`config.mk`:
```
export PLATFORM = sky130hd
export DESIGN_NAME = scsi_cmd_front
export DESIGN_NICKNAME = d
export VERILOG_FILES = /design/src/rtl/scf_pkg.sv /design/src/rtl/scf_cmd_screen.sv /design/src/rtl/scf_tc_unit.sv /design/src/rtl/scf_seq_ctrl.sv /design/src/rtl/scsi_cmd_front.sv
export SDC_FILE = /design/constraint.sdc
export NUM_CORES = 1
export LEC_CHECK = 0
export ABC_AREA = 1
export CORE_MARGIN = 3
export CORE_UTILIZATION = 56
export CTS_CLUSTER_DIAMETER = 80
export DETAILED_ROUTE_END_ITERATION = 8
export HOLD_SLACK_MARGIN = 0.06
export PLACE_DENSITY = 0.8
export SLEW_MARGIN = 20
export SYNTH_ARGS = -nofsm -noshare
export SYNTH_HDL_FRONTEND = slang
export SYNTH_SLANG_ARGS = --single-unit
```
`constraint.sdc`:
```
create_clock -name clk -period 4.4 [get_ports clk]
set_input_delay 1.1 -clock clk [delete_from_list [all_inputs] [get_ports clk]]
set_output_delay 1.1 -clock clk [all_outputs]
set_load 0.02 [all_outputs]
```
`src/rtl/scf_pkg.sv`:
```
// Shared constants for the mode-gated command sequencer.
// Assumes an 8-bit register data path.
package scf_pkg;
    localparam int ADDR_W = 3;
    localparam logic [2:0] A_CMD = 3'd0, A_STAT = 3'd1, A_INTR = 3'd2, A_STEP = 3'd3,
                           A_FLAGS = 3'd4, A_CFG = 3'd5, A_TCL = 3'd6, A_TCH = 3'd7;
    localparam logic [2:0] G_MISC = 3'd0, G_INIT = 3'd1, G_DISC = 3'd4;
    localparam logic [6:0] C_SEL_N = 7'h41, C_SEL_A = 7'h42, C_XFER = 7'h10, C_MSGOK = 7'h12;
    localparam int I_DC = 5, I_BS = 4, I_FC = 3, S_ILL = 7;
    typedef enum logic [1:0] {P_NONE, P_SEL_N, P_SEL_A, P_XFER} pend_e;
endpackage

```
`src/rtl/scf_cmd_screen.sv`:
```
// Legality screen: decides whether a command group may run in the current mode.
// Assumes group codes misc=0, initiator=1, disconnected=4; all others illegal.
module scf_cmd_screen
    import scf_pkg::*;
(
    input  logic       mode_ini,
    input  logic [2:0] group,
    output logic       legal
);
    // Misc group always legal; otherwise the group must match the mode.
    always_comb begin
        legal = (group == G_MISC) || (mode_ini ? (group == G_INIT) : (group == G_DISC));
    end
endmodule

```
`src/rtl/scf_tc_unit.sv`:
```
// DMA transfer counter: host-loaded by byte, decremented by each non-zero burst.
// Assumes TC_W = 2*DATA_W; a host write in the same cycle wins over a burst.
module scf_tc_unit #(
    parameter int DATA_W = 8,
    parameter int TC_W   = 2 * DATA_W
) (
    input  logic              clk,
    input  logic              rst_n,
    input  logic              wr_lo,
    input  logic              wr_hi,
    input  logic [DATA_W-1:0] wdata,
    input  logic              burst_go,
    input  logic [TC_W-1:0]   room,
    output logic [TC_W-1:0]   tc_q,
    output logic              mem_req,
    output logic [TC_W-1:0]   mem_len
);
    logic [TC_W-1:0] len;
    logic            host_wr;

    // Burst length is the smaller of counter and room.
    always_comb begin
        len     = (tc_q < room) ? tc_q : room;
        host_wr = wr_lo | wr_hi;
    end

    // Counter update and memory request pulse.
    always_ff @(posedge clk) begin
        if (!rst_n) begin
            tc_q    <= '0;
            mem_req <= 1'b0;
            mem_len <= '0;
        end else begin
            mem_req <= 1'b0;
            if (wr_lo) tc_q[DATA_W-1:0]    <= wdata;
            if (wr_hi) tc_q[TC_W-1:DATA_W] <= wdata;
            if (burst_go && !host_wr && len != '0) begin
                tc_q    <= tc_q - len;
                mem_req <= 1'b1;
                mem_len <= len;
            end
        end
    end


    zero_burst_chk: assert property (@(posedge clk) disable iff (!rst_n)
        (burst_go && !host_wr && (tc_q == '0 || room == '0)) |=> (!mem_req && tc_q == $past(tc_q)));

    mem_len_nz_chk: assert property (@(posedge clk) disable iff (!rst_n)
        mem_req |-> (mem_len != '0));

    tc_no_rise_chk: assert property (@(posedge clk) disable iff (!rst_n)
        !host_wr |=> (tc_q <= $past(tc_q)));
endmodule

```
`src/rtl/scf_seq_ctrl.sv`:
```
// Command sequencer: mode tracking, command execution, interrupt/step/status/flags registers.
// Assumes legality is computed outside from the current mode; phase events come on dev_req.
module scf_seq_ctrl
    import scf_pkg::*;
#(
    parameter int DATA_W = 8
) (
    input  logic              clk,
    input  logic              rst_n,
    input  logic              cmd_wr,
    input  logic              cfg_wr,
    input  logic              intr_rd,
    input  logic [DATA_W-1:0] wdata,
    input  logic              legal,
    input  logic              target_present,
    input  logic              dev_req,
    input  logic [2:0]        dev_phase,
    output logic [DATA_W-1:0] cmd_q,
    output logic [DATA_W-1:0] stat_q,
    output logic [DATA_W-1:0] intr_q,
    output logic [DATA_W-1:0] step_q,
    output logic [DATA_W-1:0] flags_q,
    output logic [DATA_W-1:0] cfg_q,
    output logic              mode_ini,
    output logic              irq
);
    localparam logic [DATA_W-1:0] CFG_RST = DATA_W'(7);
    pend_e      pend_q;
    logic [6:0] op;

    // Opcode without the DMA flag.
    always_comb op = wdata[6:0];

    // Register, mode and pending-phase update.
    always_ff @(posedge clk) begin
        if (!rst_n) begin
            cmd_q <= '0; stat_q <= '0; intr_q <= '0; step_q <= '0; flags_q <= '0;
            cfg_q <= CFG_RST; mode_ini <= 1'b0; irq <= 1'b0; pend_q <= P_NONE;
        end else begin
            if (intr_rd) begin
                intr_q <= '0;
                stat_q[S_ILL] <= 1'b0;
                irq <= 1'b0;
            end
            if (cfg_wr) cfg_q <= wdata;
            if (dev_req && pend_q != P_NONE) begin
                flags_q <= DATA_W'(dev_phase);
                irq     <= 1'b1;
                pend_q  <= P_NONE;
                case (pend_q)
                    P_SEL_N: begin
                        intr_q <= intr_q | DATA_W'((1 << I_BS) | (1 << I_FC));
                        step_q <= DATA_W'(4);
                    end
                    P_SEL_A: begin
                        intr_q <= intr_q | DATA_W'(1 << I_BS);
                        step_q <= DATA_W'(1);
                    end
                    default: begin
                        cmd_q  <= '0;
                        intr_q <= intr_q | DATA_W'(1 << I_BS);
                    end
                endcase
            end
            if (cmd_wr) begin
                cmd_q <= wdata;
                if (!legal) begin
                    stat_q[S_ILL] <= 1'b1;
                    irq <= 1'b1;
                end else if ((op == C_SEL_N || op == C_SEL_A || op == C_XFER) && !target_present) begin
                    mode_ini <= 1'b0;
                    stat_q   <= '0;
                    intr_q   <= DATA_W'(1 << I_DC);
                    step_q   <= '0;
                    irq      <= 1'b1;
                    pend_q   <= P_NONE;
                end else if (op == C_SEL_N || op == C_SEL_A) begin
                    mode_ini <= 1'b1;
                    pend_q   <= (op == C_SEL_N) ? P_SEL_N : P_SEL_A;
                end else if (op == C_XFER) begin
                    pend_q <= P_XFER;
                end else if (op == C_MSGOK) begin
                    mode_ini <= 1'b0;
                    intr_q   <= intr_q | DATA_W'(1 << I_DC);
                    step_q   <= '0;
                    flags_q  <= '0;
                    irq      <= 1'b1;
                    pend_q   <= P_NONE;
                end
            end
        end
    end


    illegal_keeps_mode_chk: assert property (@(posedge clk) disable iff (!rst_n)
        (cmd_wr && !legal) |=> (mode_ini == $past(mode_ini) && step_q == $past(step_q)));

    sel_holds_irq_chk: assert property (@(posedge clk) disable iff (!rst_n)
        (cmd_wr && legal && (op == C_SEL_N || op == C_SEL_A) && target_present && !irq && !dev_req)
        |=> (mode_ini && !irq));

    rd_clear_chk: assert property (@(posedge clk) disable iff (!rst_n)
        (intr_rd && !cmd_wr && !dev_req) |=> (!irq && intr_q == '0));

    irq_cause_chk: assert property (@(posedge clk) disable iff (!rst_n)
        $rose(irq) |-> $past(cmd_wr || dev_req));
endmodule

```
`src/rtl/scsi_cmd_front.sv`:
```
// Top: register decode, legality screen, sequencer and transfer counter.
// Assumes read data is combinational from addr; rd_en only triggers clear-on-read.
module scsi_cmd_front
    import scf_pkg::*;
#(
    parameter int DATA_W = 8,
    parameter int TC_W   = 2 * DATA_W
) (
    input  logic              clk,
    input  logic              rst_n,
    input  logic              wr_en,
    input  logic              rd_en,
    input  logic [2:0]        addr,
    input  logic [DATA_W-1:0] wr_data,
    output logic [DATA_W-1:0] rd_data,
    input  logic              target_present,
    input  logic              dev_req,
    input  logic [2:0]        dev_phase,
    input  logic              burst_go,
    input  logic [TC_W-1:0]   dma_room,
    output logic              mem_req,
    output logic [TC_W-1:0]   mem_len,
    output logic              mode_ini,
    output logic              irq
);
    logic legal;
    logic [DATA_W-1:0] cmd_q, stat_q, intr_q, step_q, flags_q, cfg_q;
    logic [TC_W-1:0]   tc_q;

    scf_cmd_screen u_screen (.mode_ini(mode_ini), .group(wr_data[6:4]), .legal(legal));

    scf_seq_ctrl #(.DATA_W(DATA_W)) u_seq (
        .clk(clk), .rst_n(rst_n),
        .cmd_wr(wr_en && addr == A_CMD), .cfg_wr(wr_en && addr == A_CFG),
        .intr_rd(rd_en && addr == A_INTR), .wdata(wr_data), .legal(legal),
        .target_present(target_present), .dev_req(dev_req), .dev_phase(dev_phase),
        .cmd_q(cmd_q), .stat_q(stat_q), .intr_q(intr_q), .step_q(step_q),
        .flags_q(flags_q), .cfg_q(cfg_q), .mode_ini(mode_ini), .irq(irq));

    scf_tc_unit #(.DATA_W(DATA_W), .TC_W(TC_W)) u_tc (
        .clk(clk), .rst_n(rst_n),
        .wr_lo(wr_en && addr == A_TCL), .wr_hi(wr_en && addr == A_TCH),
        .wdata(wr_data), .burst_go(burst_go), .room(dma_room),
        .tc_q(tc_q), .mem_req(mem_req), .mem_len(mem_len));

    // Read multiplexer.
    always_comb begin
        case (addr)
            A_CMD:   rd_data = cmd_q;
            A_STAT:  rd_data = stat_q;
            A_INTR:  rd_data = intr_q;
            A_STEP:  rd_data = step_q;
            A_FLAGS: rd_data = flags_q;
            A_CFG:   rd_data = cfg_q;
            A_TCL:   rd_data = tc_q[DATA_W-1:0];
            default: rd_data = tc_q[TC_W-1:DATA_W];
        endcase
    end
endmodule

```
==> out/metrics.yaml, run 1 <==
global_route:
  antenna_found_initial: 0
  overflow: 0
  grt_pass1_wl_um: 26300
  grt_max_degree: 43
  grtUsageTotal_pct: 32.3
  first_global_vias: 5512
floorplanning:
  core_mm2: 0.00881
  num_rows: 34
  die_h_um: 102
  die_area_mm2: 0.0104
  start_util_pct: 58.3
  io_pins: 64
  die_w_um: 102
worst_setup_path:
  critPathRequiredTime_ps: 3300
  end_kind: "primary output"
  crit_type: "in2out"
  cp_max_fo: 7
  regToRegEndpoint: "u_tc.tc_q[13]$_SDFFE_PN0P_"
  r2r.worst_path.cells: 18
  r2r_start: "u_tc.tc_q[15]$_SDFFE_PN0P_"
  arrival_ps: 3190
  r2r_slack_ps: 1120
  startpoint_type: "input port"
cts:
  clock_path_buffers: 2
  cts_setup_buffers: 0
  cts_tree: "yes"
  clockRootBuffer: "clkbuf_8"
  clk-insertion-delay-late_ps: 350
  cts_buffers: 9
  ctsHoldBuffers: 0
  path_clk_slew_ps: 80
  htreeDepth: 3
  cts.sinks: 78
placement:
  hpwl_um: 13100
  gp_congestion: 0.978
  place_area_mm2: 0.00601
  place_inst: 988
  io_buffers: 63
synthesis:
  syn_inst: 806
  ys_seq_elements: 78
  ys_warn_count: 0
  netlist_area_mm2: 0.00513
  synth_edf_count: 0
  synth_ff_type: "dfxtp_1"
  async_reset_ff_share_pct: 0
  syn_nets: 868
  ys_seq_area_share_pct: 30.4
  synth_cell_types: 45
  syn_area_per_cell_um2: 6.37
min_path:
  worst_hold_path.num_cells: 2
  hp-class: "reg2reg"
  holdCritStartpoint: "u_seq.step_q[3]$_SDFF_PN0_"
  worstHoldEndpoint: "u_seq.step_q[3]$_SDFF_PN0_"
timing:
  slew_violations: 0
  max_freq_ghz: 0.233
  rsz0062_at_grt: "false"
  worst_pin_slew_ps: 598
  timing.hold.ws_ps: 442
  fin_skew_ps: 11.5
  post-route-period-util_pct: 97.4
  finalSetupViolations: 0
  fin_crit_ps: 4290
  slew_headroom_pct: 59.9
  finalHoldViolCount: 0
route:
  vias: 5703
  wirelength_um: 16600
  drc: 0
  via_per_inst: 5.68
  dr.pass1.iters: 5
  ant_nets: 0
  drtIter0Drc: 450
  routedWlPerCell_um: 16.5
finish:
  drive_above_1_share_pct: 8.26
  n_antenna_cell: 0
  seq_area_mm2: 0.00156
  nNetsFinal: 953
  fin_area_mm2: 0.00622
  fillers: 782
  area_delta_synth_final_pct: 21.2
  fin_cells: 1004
  multi_input_area_mm2: 0.00291
power:
  p_total_uw: 3990
  power_density_mw_per_mm2: 642
  max-vdd-ir-drop_uv: 282
  p_leak_uw: 0.00306
flow_run:
  cap_violations: 0
status:
  status: "completed"
## flip-flops by register name (all words and copies together) (netlist names)
name and flops:
u_seq.irq 1, u_seq.stat_q 1, u_seq.pend_q 2, u_seq.mode_ini 1, u_tc.mem_req 1, u_tc.mem_len 16, u_seq.cmd_q 8, u_seq.cfg_q 8
u_seq.intr_q 8, u_tc.tc_q 16, u_seq.flags_q 8, u_seq.step_q 8
## stage by stage
step	util, %	TNS (ps)	worst slack (ps)
after global placement	68.3	-176	-71.3
final	70.7	0	112
after global routing	70.7	0	4.27
after floorplan	-	0	723
after CTS	70.4	0	15.4
after detailed placement	68.3	-566	-119
## repair_timing
action	in CTS	in global routing
setup endpoints to repair	2	12
pin swaps	0	1
resized for setup	2	11
## Yosys cell counts (all sizes together) (4+ instances only)
| cell | count | share of area (%) |
|---|---|---|
| a2111oi | 5 | 0.85 |
| a21boi | 4 | 0.58 |
| a21oi | 37 | 3.7 |
| buf | 16 | 2.5 |
| dfxtp | 78 | 30 |
| ha | 24 | 5.8 |
| inv | 142 | 10 |
| nand2 | 184 | 14 |
| nand3 | 97 | 9.5 |
| nand3b | 4 | 0.58 |
| nand4 | 8 | 0.97 |
| nor2 | 93 | 7.2 |
| nor3 | 18 | 1.9 |
| o21ai | 42 | 4.2 |
| o22ai | 20 | 2.4 |
| xor2 | 5 | 0.85 |
## cell usage in the layout, fill, tap and decap left out, types with 17 or more instances in the layout
master / n
nand2_1: 176
inv_1: 136
nand3_1: 96
nor2_1: 86
dfxtp_1: 78
clkdlybuf4s50_1: 58
a21oi_1: 36
o21ai_0: 36
buf_4: 28
ha_1: 24
o22ai_1: 20
nor3_1: 17
## power breakdown
group          switching [uW]  total [uW]  internal (uW)
clock network             291         529            239
registers                 137         952            815
logic                    1540        2510            972
## worst max-delay path, stage by stage
cell and delay [ps]:
clkdlybuf4s50_1 590, inv_1 90, nor3_2 270, inv_2 140, o22ai_1 230, a2111o_1 140
clkdlybuf4s50_1 620
## layer usage
layer / up-vias / wire (um) / track usage (%)
met3: 55 / 1120 / 4.41
li1: 2775 / - / -
met1: 2595 / 6810 / 39.2
met4: 0 / 629 / 15.1
met5: - / 0 / 0
met2: 278 / 8050 / 56.2
## kinds of logic after synthesis
kind of cell | count (synthesis) | share of synthesized area, %
compound gates | 122 | 14.1
xor+xnor | 8 | 1.36
fa+ha+maj | 25 | 6.24
buf+inv | 163 | 13.2
flops | 78 | 30.4
simple gates | 410 | 34.7
## layout make-up
cell class | count | share of cell area (%)
clock buffers | 12 | 2.49
clock inverters | 4 | 0.483
inverters | 144 | 8.69
multi-input cells | 565 | 46.8
flip-flops and latches | 78 | 25.1
well taps | 108 | 2.17
repair buffers | 93 | 14.3
## worst max path at each step
stage	start	endpoint	slack [ps]	depth (start not counted)
after global routing	addr[0]	rd_data[7]	4	8
final	addr[1]	rd_data[4]	110	7
after floorplan	dma_room[9]	u_tc.tc_q[14]$_SDFFE_PN0P_	720	23
after global placement	addr[0]	rd_data[1]	-70	8
after CTS	addr[0]	rd_data[1]	20	8
after detailed placement	dma_room[9]	u_tc.tc_q[15]$_SDFFE_PN0P_	-120	25
(Power assumes the default switching activity.)
==> run 2: changes to the inputs <==
Clock period 4.4 ns to 4.14 ns, I/O delays scaled along.
==> run 2 against run 1 <==
Effect of this change: clock skew up 4.3 ps; combinational power grew 10%; sequential power grew 7%; critical path depth is 2 higher; power up 8.8%; hold slack got worse by 1.3 ps; non-clock buffer count up 32; worst setup slack worse by 58 ps.
==> out/metrics.yaml, run 2 (synthesis results as in run 1) <==
timing:
  max_freq_ghz: 0.245
  slew_headroom_pct: 55.9  # was 59.9%
  slew_violations: 0  # unchanged
  fin_setup_tns_ps: 0  # unchanged
  worst_pin_slew_ps: 658  # was 598 ps
  fin_skew_ps: 15.8  # was 11.5 ps
  fin_crit_ps: 4090
  finalSetupViolations: 0  # unchanged
  finalHoldViolCount: 0  # unchanged
  rsz0062_at_grt: "false"  # unchanged
  post-route-period-util_pct: 98.7
cts:
  cts_tree: "yes"  # unchanged
  htreeDepth: 3  # unchanged
  clockRootBuffer: "clkbuf_8"  # unchanged
  path_clk_slew_ps: 80  # about the same
  clock_path_buffers: 2  # unchanged
  clk-insertion-delay-late_ps: 370  # was 350 ps
  cts.sinks: 78  # unchanged
  cts_buffers: 9  # unchanged
  ctsHoldBuffers: 0  # unchanged
placement:
  io_buffers: 63  # unchanged
  hpwl_um: 13400  # was 13100 um
  gp_congestion: 0.993  # was 0.978
  place_area_mm2: 0.00626  # was 0.00601 mm2
worst_setup_path:
  arrival_ps: 3050  # was 3190 ps
  critPathRequiredTime_ps: 3110  # was 3300 ps
  crit_buf_inv: 4  # unchanged
  end_kind: "primary output"  # unchanged
  path_delay_family: "buffers and inverters"  # unchanged
  crit_type: "in2out"  # unchanged
  startpoint_type: "input port"  # unchanged
  r2r_slack_ps: 990  # was 1120 ps
  slowest_stage: "clkdlybuf4s50_1"  # unchanged
  cp_max_fo: 5  # was 7
  max_stage_delay_ps: 610  # was 620 ps
  path_cells: "clkdlybuf4s50_1 -> inv_1 -> nor2_1 -> nand2_1 -> buf_4 -> o22ai_1 -> nor3_1 -> o21ai_0 -> dlygate4sd2_1"  # was clkdlybuf4s50_1 -> inv_1 -> nor3_2 -> inv_2 -> o22ai_1 -> a2111o_1 -> clkdlybuf4s50_1
power:
  power_switching_uw: 2110  # was 1970 uW
  power_frac_comb_pct: 63.8  # was 62.9%
  clock_power_share_pct: 12.8  # was 13.3%
  power_density_mw_per_mm2: 673  # was 642 mW/mm2
  power_switching_share_pct: 48.5  # was 49.3%
  seqPwrFrac_pct: 23.4  # was 23.8%
  p_int_uw: 2240  # was 2030 uW
  max-vdd-ir-drop_uv: 242  # was 282 uV
  p_leak_uw: 0.00317  # was 0.00306 uW
global_route:
  overflow: 0  # unchanged
  antenna_found_initial: 0  # unchanged
  first_global_vias: 5726  # was 5512
  grt_max_degree: 43  # unchanged
  grtUsageTotal_pct: 33.7  # was 32.3%
  grt_pass1_wl_um: 27000  # was 26300 um
route:
  dr.pass1.iters: 5  # unchanged
  drc: 0  # unchanged
  wirelength_um: 16900  # was 16600 um
  ant_nets: 0  # unchanged
  drtIter0Drc: 403  # was 450
  vias: 5791  # was 5703
  routedWlPerCell_um: 16.3  # was 16.5 um
  via_per_inst: 5.59  # was 5.68
finish:
  mostFrequentLayoutCells: "nand2_1, inv_1, nand3_1"  # unchanged
  nNetsFinal: 985  # was 953
  n_antenna_cell: 0  # unchanged
  area_delta_synth_final_pct: 25.9  # was 21.2%
  top_regs: "u_tc.mem_len (16), u_tc.tc_q (16)"  # unchanged
  final_common_cell: "nand2_1"  # unchanged
  fin_area_mm2: 0.00646  # was 0.00622 mm2
  drive_above_1_share_pct: 11.6  # was 8.26%
floorplanning:
  die_h_um: 102  # unchanged
  num_rows: 34  # unchanged
  die_w_um: 102  # unchanged
  die_area_mm2: 0.0104  # unchanged
  core_mm2: 0.00881  # unchanged
  io_pins: 64  # unchanged
  start_util_pct: 58.3  # unchanged
min_path:
  hp-class: "reg2reg"  # unchanged
flow_run:
  cap_violations: 0  # unchanged
status:
  status: "completed"  # unchanged
[run 2: cell types whose count changed in the layout (fill, tap and decap cells not counted), moves of 2 or more]
cell	previous run	this run
clkdlybuf4s50_1	58	55
dlygate4sd2_1	1	7
buf_4	28	59
clkinvlp_4	1	3
dlymetal6s2s_1	4	0
[run 2: routing by layer]
layer,track usage (%),vias to the layer above,wire length (um)
met4,17.1,0,808
li1,-,2841,-
met1,39.1,2590,6770
met2,59.5,281,8030
met5,0,-,0
met3,5.65,79,1280
[run 2: area by class of cell]
type	instances	area, um2
Tap cell	108	135
Sequential cell	78	1560
Timing Repair Buffer	125	1120
Clock inverter	6	45.0
Multi-Input combinational cell	565	2920
Clock buffer	10	138
Fill cell	708	2340
Inverter	144	541
[run 2: tightest hold or removal path: stages, from the launching register on]
cell and delay, ps:
dfxtp_1 300, inv_1 50, nor3_1 40
[run 2: power by group through the flow]
| stage | logic [uW] | clock network (uW) | registers, uW |
|---|---|---|---|
| after detailed placement | 2670 | 0 | 1020 |
| after global placement | 2620 | 0 | 1020 |
| after global routing | 3070 | 598 | 1030 |
| after CTS | 2700 | 554 | 1010 |
| final | 2770 | 557 | 1020 |
| after floorplan | 1740 | 0 | 1010 |
[run 2: final timing paths]
| kind | from | to | depth (start not counted) |
|---|---|---|---|
| setup / recovery | addr[0] | rd_data[5] | 9 |
| hold / removal | u_seq.step_q[4]$_SDFF_PN0_ | u_seq.step_q[4]$_SDFF_PN0_ | 2 |
| setup reg to reg | u_tc.tc_q[11]$_SDFFE_PN0P_ | u_tc.tc_q[14]$_SDFFE_PN0P_ | 20 |
| hold reg to reg | u_seq.step_q[4]$_SDFF_PN0_ | u_seq.step_q[4]$_SDFF_PN0_ | 2 |
[run 2: repair_timing]
item                                    in CTS  in global routing
gates resized for setup                      9                  9
pin swaps                                    0                  2
endpoints found under the setup margin       8                  8
buffers inserted                             0                  0
[run 2: metrics by stage]
stage	instances	util (%)	total power, uW	hold WS [ps]	setup slack, ps
finish	1036	73.4	4350	440	54.7
global route	1036	73.4	4700	463	14.3
CTS	1036	73.1	4260	442	65.1
detailed placement	1020	71.1	3700	431	-211
global placement	1020	71.1	3640	423	-129
floorplan	806	-	2750	416	528
==> run 3: changes to the inputs <==
--- a/config.mk
+++ b/config.mk
@@ -8,9 +8,8 @@
 export ABC_AREA = 1
 export CORE_MARGIN = 3
-export CORE_UTILIZATION = 56
+export CORE_UTILIZATION = 40
 export CTS_CLUSTER_DIAMETER = 80
 export DETAILED_ROUTE_END_ITERATION = 8
 export HOLD_SLACK_MARGIN = 0.06
-export PLACE_DENSITY = 0.8
 export SLEW_MARGIN = 20
 export SYNTH_ARGS = -nofsm -noshare
==> constraint.sdc (replaced) <==
create_clock -name clk -period 4.14 [get_ports clk]
set_input_delay 1.035 -clock clk [delete_from_list [all_inputs] [get_ports clk]]
set_output_delay 1.035 -clock clk [all_outputs]
set_load 0.01 [all_outputs]
==> run 3 against run 2 <==
Effect of this change: first-iteration DRC count shrank 13%; sequential share of layout area shrank 1.1 points; via count shrank 1.6%; design area grew 4.8%; non-clock buffer count grew 3; worst setup slack lost 47 ps; global-route usage shrank 9.3 points.
==> out/metrics.yaml, run 3 (synthesis results as in run 1) <==
global_route:
  first_global_vias: 5615  # was 5726
  overflow: 0  # unchanged
  grt_max_degree: 43  # unchanged
  antenna_found_initial: 0  # unchanged
  grt_pass1_wl_um: 27600  # was 27000 um
  grtUsageTotal_pct: 24.4  # was 33.7%
placement:
  place_ws_ps: -173  # was -211 ps
  gp_congestion: 0.969  # was 0.993
  hpwl_um: 13400  # about the same
  place_inst: 1083  # was 1020
  io_buffers: 63  # unchanged
worst_setup_path:
  critPathRequiredTime_ps: 3110  # about the same
  arrival_ps: 3100  # was 3050 ps
  startpoint: "addr[2]"  # was addr[0]
  r2r.worst_path.cells: 19  # was 20
  cp_max_fo: 7  # was 5
  startpoint_type: "input port"  # unchanged
  r2r_start: "u_tc.tc_q[14]$_SDFFE_PN0P_"  # was u_tc.tc_q[11]$_SDFFE_PN0P_
  slowest_stage: "clkdlybuf4s50_1"  # unchanged
  crit_type: "in2out"  # unchanged
  path_cells: "clkdlybuf4s50_1 -> inv_2 -> buf_4 -> nor3_1 -> inv_2 -> o21ai_0 -> clkdlybuf4s50_1"  # was clkdlybuf4s50_1 -> inv_1 -> nor2_1 -> nand2_1 -> buf_4 -> o22ai_1 -> nor3_1 -> o21ai_0 -> dlygate4sd2_1
  max_stage_delay_ps: 610  # about the same
  end_kind: "primary output"  # unchanged
  regToRegEndpoint: "u_tc.tc_q[13]$_SDFFE_PN0P_"  # was u_tc.tc_q[14]$_SDFFE_PN0P_
  r2r_slack_ps: 990  # about the same
  cp-endpoint: "rd_data[3]"  # was rd_data[5]
timing:
  max_freq_ghz: 0.242  # was 0.245 GHz
  fin_setup_tns_ps: 0  # unchanged
  fin_skew_ps: 5.06  # was 15.8 ps
  slew_headroom_pct: 60.1  # was 55.9%
  finalHoldViolCount: 0  # unchanged
  worst_pin_slew_ps: 595  # was 658 ps
  finalSetupViolations: 0  # unchanged
  fin_crit_ps: 4130  # was 4090 ps
  layout_setup_ws_ps: 8.02  # was 54.7 ps
  rsz0062_at_grt: "true"  # was false
  post-route-period-util_pct: 99.8  # was 98.7%
  slew_violations: 0  # unchanged
floorplanning:
  num_rows: 40  # was 34
  die_area_mm2: 0.0142  # was 0.0104 mm2
  die_h_um: 119  # was 102 um
  die_w_um: 119  # was 102 um
  core_mm2: 0.0123  # was 0.00881 mm2
  start_util_pct: 41.9  # was 58.3%
  io_pins: 64  # unchanged
finish:
  drive_above_1_share_pct: 12.7  # was 11.6%
  fin_cells: 1099  # was 1036
  final_core_util_pct: 55.2  # was 73.4%
  final_common_cell: "nand2_1"  # unchanged
  fillers: 1227  # was 708
  top_regs: "u_tc.mem_len (16), u_tc.tc_q (16)"  # unchanged
  area_delta_synth_final_pct: 31.9  # was 25.9%
  mostFrequentLayoutCells: "nand2_1, inv_1, nand3_1"  # unchanged
  n_antenna_cell: 0  # unchanged
  nNetsFinal: 988  # was 985
cts:
  cts.sinks: 78  # unchanged
  path_clk_slew_ps: 60  # was 80 ps
  htreeDepth: 3  # unchanged
  ctsHoldBuffers: 0  # unchanged
  cts_setup_buffers: 0  # unchanged
  clk-insertion-delay-late_ps: 340  # was 370 ps
  cts_buffers: 9  # unchanged
  clockRootBuffer: "clkbuf_16"  # was clkbuf_8
  cts_tree: "yes"  # unchanged
  clock_path_buffers: 2  # unchanged
min_path:
  hp-class: "reg2reg"  # unchanged
route:
  top_layer: "met4"  # unchanged
  drtIter0Drc: 349  # was 403
  dr_wl_met2_um: 8110  # was 8030 um
  ant_nets: 0  # unchanged
  wl_met1_um: 6920  # was 6770 um
  routedWlPerCell_um: 15.5  # was 16.3 um
  dr.pass1.iters: 5  # unchanged
  wirelength_um: 17000  # was 16900 um
  wl_met3_um: 1100  # was 1280 um
  via_per_inst: 5.19  # was 5.59
  drc: 0  # unchanged
  vias: 5699  # was 5791
status:
  status: "completed"  # unchanged
flow_run:
  cap_violations: 0  # unchanged
power:
  power_density_mw_per_mm2: 691  # was 673 mW/mm2
  max-vdd-ir-drop_uv: 281  # was 242 uV
  p_total_uw: 4680  # was 4350 uW
  p_leak_uw: 0.00332  # was 0.00317 uW
## run 3: cell count changes in the layout (fill, tap and decap cells not counted), moves of 5 or more
| cell | delta |
|---|---|
| clkbuf_16 | +9 |
| clkbuf_8 | -9 |
| dlygate4sd2_1 | -6 |
| dlymetal6s2s_1 | +5 |
| o21ai_0 | -5 |
| o21ai_1 | +5 |
## run 3: critical path, delay by kind of cell
family | cells | cell delay (ps)
AOI/OAI and AO/OA | 1 | 300
and+or+nand+nor | 1 | 300
buffers and inverters | 5 | 1460
## run 3: layout make-up
| cell class | count | area [um2] | area share [%] |
|---|---|---|---|
| Multi-Input combinational cell | 565 | 2970 | 43.8 |
| Sequential cell | 78 | 1560 | 23.1 |
| Timing Repair Buffer | 128 | 1170 | 17.3 |
| Inverter | 144 | 541 | 7.98 |
| Clock inverter | 5 | 81.3 | 1.20 |
| Tap cell | 168 | 210 | 3.10 |
| Clock buffer | 11 | 243 | 3.58 |
## run 3: worst min path at each step
stage	cells after the start	from	endpoint
global placement	2	u_seq.intr_q[0]$_SDFFE_PN0P_	u_seq.intr_q[0]$_SDFFE_PN0P_
finish	2	u_seq.intr_q[1]$_SDFFE_PN0P_	u_seq.intr_q[1]$_SDFFE_PN0P_
global route	2	u_seq.intr_q[1]$_SDFFE_PN0P_	u_seq.intr_q[1]$_SDFFE_PN0P_
CTS	2	u_seq.intr_q[2]$_SDFFE_PN0P_	u_seq.intr_q[2]$_SDFFE_PN0P_
floorplan	2	u_seq.intr_q[7]$_SDFFE_PN0P_	u_seq.intr_q[7]$_SDFFE_PN0P_
detailed placement	2	u_seq.intr_q[2]$_SDFFE_PN0P_	u_seq.intr_q[2]$_SDFFE_PN0P_
## run 3: per-stage QoR
step           hold WS [ps]  instance area, um2
2_1_floorplan           416                5130
3_3_place_gp            426                6360
3_5_place_dp            432                6360
4_1_cts                 438                6700
5_1_grt                 463                6770
6_report                438                6770
## run 3: routing by layer
layer | vias up | GRT usage (%)
li1 | 2838 | -
met1 | 2581 | 29.3
met2 | 222 | 41.1
met3 | 58 | 5.22
met4 | 0 | 12.4
met5 | - | 0
## run 3: timing repair
action	4_1_cts	5_1_grt
setup endpoints to repair	8	18
pin swaps	0	3
gates resized for setup	5	27
## run 3: where the power goes
part | switching, uW | leakage (uW) | total, uW | internal [uW]
clock | 322 | 0.000156 | 868 | 546
sequential | 144 | 0.000636 | 1010 | 868
combinational | 1610 | 0.00253 | 2800 | 1190
